==> config.mk <==
export PLATFORM = sky130hd
export DESIGN_NAME = serial_frame_tx
export DESIGN_NICKNAME = d
export VERILOG_FILES = /design/src/rtl/sft_pkg.sv /design/src/rtl/sft_bit_timer.sv /design/src/rtl/sft_shifter.sv /design/src/rtl/serial_frame_tx.sv
export SDC_FILE = /design/constraint.sdc
export NUM_CORES = 1
export LEC_CHECK = 0
export ABC_CLOCK_PERIOD_IN_PS = 3550
export CORE_AREA = 2 2 77 79
export DETAILED_ROUTE_END_ITERATION = 8
export DIE_AREA = 0 0 79 81
export SYNTH_ARGS = -nofsm -noshare
export SYNTH_HDL_FRONTEND = slang
export SYNTH_SLANG_ARGS = --single-unit
==> constraint.sdc <==
create_clock -name clk -period 3.55 [get_ports clk]
set_input_delay 0.71 -clock clk [delete_from_list [all_inputs] [get_ports clk]]
set_output_delay 0.71 -clock clk [all_outputs]
set_load 0.02 [all_outputs]
==> src/rtl/sft_pkg.sv <==
package sft_pkg;
    localparam int WORD_W = 8;
    localparam int OVERSAMPLE = 16;

    typedef enum logic [2:0] {
        S_IDLE,
        S_LOAD,
        S_START,
        S_DATA,
        S_STOP
    } sft_state_e;
endpackage

==> src/rtl/sft_bit_timer.sv <==
module sft_bit_timer #(
    parameter int DIV_W = 8,
    parameter int OVS   = 16
) (
    input  logic             clk,
    input  logic             rst,
    input  logic             capture,
    input  logic             hold,
    input  logic [DIV_W-1:0] div,
    output logic             at_last,
    output logic             at_pre
);
    localparam int PER_W = DIV_W + $clog2(OVS);

    logic [PER_W-1:0] period;
    logic [PER_W-1:0] cnt;
    logic [DIV_W-1:0] div_eff;

    assign div_eff = (div == '0) ? DIV_W'(1) : div;

    // period is sampled only at the capture edge
    always_ff @(posedge clk) begin
        if (rst) begin
            period <= PER_W'(OVS);
        end else if (capture) begin
            period <= PER_W'(div_eff) * PER_W'(OVS);
        end
    end

    always_ff @(posedge clk) begin
        if (rst || hold || at_last) begin
            cnt <= '0;
        end else begin
            cnt <= cnt + PER_W'(1);
        end
    end

    assign at_last = (cnt == period - PER_W'(1));
    assign at_pre  = (cnt == period - PER_W'(2));
endmodule

==> src/rtl/sft_shifter.sv <==
module sft_shifter #(
    parameter int W = 8
) (
    input  logic         clk,
    input  logic         rst,
    input  logic         load,
    input  logic         advance,
    input  logic [W-1:0] din,
    output logic         lsb
);
    logic [W-1:0] sreg;

    always_ff @(posedge clk) begin
        if (rst) begin
            sreg <= '0;
        end else if (load) begin
            sreg <= din;
        end else if (advance) begin
            sreg <= {1'b0, sreg[W-1:1]};
        end
    end

    assign lsb = sreg[0];
endmodule

==> src/rtl/serial_frame_tx.sv <==
module serial_frame_tx
    import sft_pkg::*;
#(
    parameter int DIV_W = 8
) (
    input  logic              clk,
    input  logic              rst,
    input  logic [DIV_W-1:0]  divisor,
    input  logic [WORD_W-1:0] word_in,
    input  logic              word_valid,
    output logic              line_out,
    output logic              word_taken
);
    localparam int IDX_W = $clog2(WORD_W);

    sft_state_e state, state_nx;
    logic [IDX_W-1:0] bit_idx;
    logic at_last, at_pre, capture, hold, advance, data_bit, last_data;

    assign capture   = word_valid &&
                       ((state == S_IDLE) || (state == S_STOP && at_pre));
    assign hold      = (state == S_IDLE) || (state == S_LOAD);
    assign advance   = (state == S_DATA) && at_last;
    assign last_data = (bit_idx == IDX_W'(WORD_W - 1));

    sft_bit_timer #(.DIV_W(DIV_W), .OVS(OVERSAMPLE)) u_timer (
        .clk     (clk),
        .rst     (rst),
        .capture (capture),
        .hold    (hold),
        .div     (divisor),
        .at_last (at_last),
        .at_pre  (at_pre)
    );

    sft_shifter #(.W(WORD_W)) u_shift (
        .clk     (clk),
        .rst     (rst),
        .load    (capture),
        .advance (advance),
        .din     (word_in),
        .lsb     (data_bit)
    );

    // state register
    always_ff @(posedge clk) begin
        if (rst) begin
            state <= S_IDLE;
        end else begin
            state <= state_nx;
        end
    end

    // data bit index
    always_ff @(posedge clk) begin
        if (rst || state == S_LOAD) begin
            bit_idx <= '0;
        end else if (advance) begin
            bit_idx <= bit_idx + IDX_W'(1);
        end
    end

    // transitions
    always_comb begin
        state_nx = state;
        unique case (state)
            S_IDLE:  if (word_valid) state_nx = S_LOAD;
            S_LOAD:  state_nx = S_START;
            S_START: if (at_last) state_nx = S_DATA;
            S_DATA:  if (at_last && last_data) state_nx = S_STOP;
            S_STOP: begin
                if (at_pre && word_valid) state_nx = S_LOAD;
                else if (at_last)         state_nx = S_IDLE;
            end
            default: state_nx = S_IDLE;
        endcase
    end

    // outputs
    always_comb begin
        line_out   = 1'b1;
        word_taken = 1'b0;
        unique case (state)
            S_IDLE:  line_out = 1'b1;
            S_LOAD:  word_taken = 1'b1;
            S_START: line_out = 1'b0;
            S_DATA:  line_out = data_bit;
            S_STOP:  line_out = 1'b1;
            default: line_out = 1'b1;
        endcase
    end
endmodule

==> metrics.txt <==
dominant synthesized flop cell=dfxtp_1; core box area=0.005675 mm²; CP Capture Point=u_shift.sreg[0]; routed vias=1,614; r2r setup slk=590 ps; Worst VDD drop=0.0001402 V; asr flop ratio synth=0%; Max clock buf depth=2; Synth top cells by count=dfxtp_1 (34), nor2_1 (25), a21oi_1 (18), nand3_1 (18), o21ai_0 (16); max-cap violation count=0; clock skew=9.453 ps; Post-CTS Setup Inserts=0; Synth Register Bits=34; EDFF count, synth=0; RSZ-0062 raised after global routing=no; CP max FO=15; Yosys warning total=0; Ports=21; top-count cell post-synth=dfxtp_1; row cnt=28; # clock sinks=34; Avg Vias per Cell=5.044; power consumption=944.7 µW; cell taking the most area after synthesis=dfxtp_1; Slew Viols, Final=0; Critical R2R Launch=u_timer.period[4]; Reg clk slew, reported paths=70 ps; Hold Fails Final Rpt=0; Root Buffer=clkbuf_8; PD cells=419.7 mW/mm²; number of library cell types mapped by synthesis=42; Hold WC Path Type=reg2reg; Max Clk Rate=337.4 MHz; FF-to-FF path depth=8; mean post-synth cell area=8.354 µm²; Req. time, crit path=3720 ps; Pre-antenna DRT Iters=4; Final Setup Violations=0; GP Congestion=0.8651; initial antenna violation count=0; vias in the first global route=1,573; Worst Path Arrival=3140 ps; Setup crit start kind=flop; CTS Hold Buffers Added=0; area share of the largest cell type after synthesis=36.05%; layout cells sized above 1=9.388%; GRT overflow=0; sequential area share after synthesis=36.05%; die height=81 µm; wire per inst=13.05 µm; CTS resizes=0; DIE WIDTH=79 µm; Setup crit end kind=flop; initial core utilization=33.27%; pin count of the biggest net entering global routing=26; Final nets=268; period utilization=83.49%; first-pass GRT wire length=7.148 mm; status=finished clean; min Tclk post-route=2964 ps; CTS tree=done; Leak=0.8013 nW; Synthesized Nets=250; WS Path Type=reg2reg; worst slew pin tran=870.4 ps; IO Port Bufs=20; Critical Path Start=u_timer.period[4]; clk_lat worst skew=290 ps; dominant cells by area after synthesis=dfxtp_1 (36%), xnor2_1 (5.6%), nor2_1 (5.0%), a21oi_1 (4.8%), nand3_1 (4.8%); cts bufs inserted=5; cell count after synthesis=226; final WL=4.177 mm; post-route setup TNS=0 ps; number of antenna diodes=0; Overall Global Routing Usage=14.18%; Antenna Nets Post-Route=0; R2R Path End=u_shift.sreg[0]; Die ar.=0.006399 mm²; H-tree depth=2; Remaining DRCs=0; Syn Std Cell Area=0.001888 mm²; area delta synth->final=19.22%; 1st-iter DRT viols=107; relative slew slack=41.79%; DP HPWL=3.125 mm
==> critical path, cell delays in order (launching register included) <==
cell      delay [ps]
dfxtp_1          400
inv_1             80
ha_1             260
xnor2_2          150
xnor2_1          130
or4_4            590
nor4_4           650
nor2_1           240
o311ai_0         350
==> report_power, final <==
part	internal, mW	switching (mW)	leakage [nW]
combinational	0.0827	0.0948	0.467
clock	0.196	0.140	0.0575
sequential	0.405	0.0257	0.277
==> layout make-up <==
class	instances	area [µm²]
fillers	596	3425
flip-flops and latches	34	680.7
inverters	12	45.04
repair buffers	21	207.7
multi-input cells	170	1114
clock buffers	8	110.1
well taps	75	93.84
==> routing by layer <==
metal / wire length, µm / global-route usage, % / share of wire [%] / vias up
li1: - / - / - / 835
met1: 1963 / 16.63 / 47 / 754
met2: 2018 / 24.49 / 48 / 19
met3: 141 / 3.333 / 3.4 / 6
met4: 54 / 6.724 / 1.3 / 0
met5: 0 / 0 / 0 / -
==> flip-flops by register name, summed over array words and instances (netlist names) <==
signal,cells
bit_idx,3
state,3
u_shift.sreg,8
u_timer.cnt,12
u_timer.period,8
==> through the flow <==
stage / setup slack, ps / util [%] / std cells / hold WS, ps / area (µm²)
floorplan: 979.7 / - / 226 / 437.0 / 1888
global placement: 720.7 / 37.72 / 312 / 459.1 / 2141
detailed placement: 582.4 / 37.72 / 312 / 472.2 / 2141
CTS: 568.7 / 39.66 / 320 / 484.9 / 2251
global route: 251.0 / 39.66 / 320 / 501.2 / 2251
finish: 586.2 / 39.66 / 320 / 485.5 / 2251
==> cell usage in the layout, fill, tap and decap left out, drive strengths merged, types with 3 or more instances in the layout <==
cell type,count
nand2b,3
mux2i,3
dfxtp,34
nand2,9
xor2,9
or2,3
clkdlybuf4s50,20
ha,5
inv,12
xnor2,13
o211ai,3
nor4,6
o21ai,17
or4,5
clkbuf,8
and3,5
nand3,18
nor2,25
a21oi,18
nor3,7
nand3b,3
==> cell families after synthesis <==
kind of cell | Yosys count | synth area share, %
simple gates | 91 | 27.63
flops | 34 | 36.05
xor+xnor | 22 | 10.60
mux | 3 | 1.591
fa+ha+maj | 5 | 3.313
compound gates | 49 | 15.84
buf+inv | 22 | 4.970
==> worst min path at each step <==
stage,start,slack [ps],end,cells past startpoint
global placement,u_timer.cnt[0],460,u_timer.cnt[0],1
detailed placement,u_timer.cnt[0],470,u_timer.cnt[0],1
CTS,u_timer.period[11],480,u_timer.period[11],2
finish,u_shift.sreg[2],490,u_shift.sreg[1],2
global route,u_timer.period[11],500,u_timer.period[11],2
floorplan,u_timer.cnt[0],440,u_timer.cnt[0],1
Note: power is estimated with default switching activity, not from simulation.
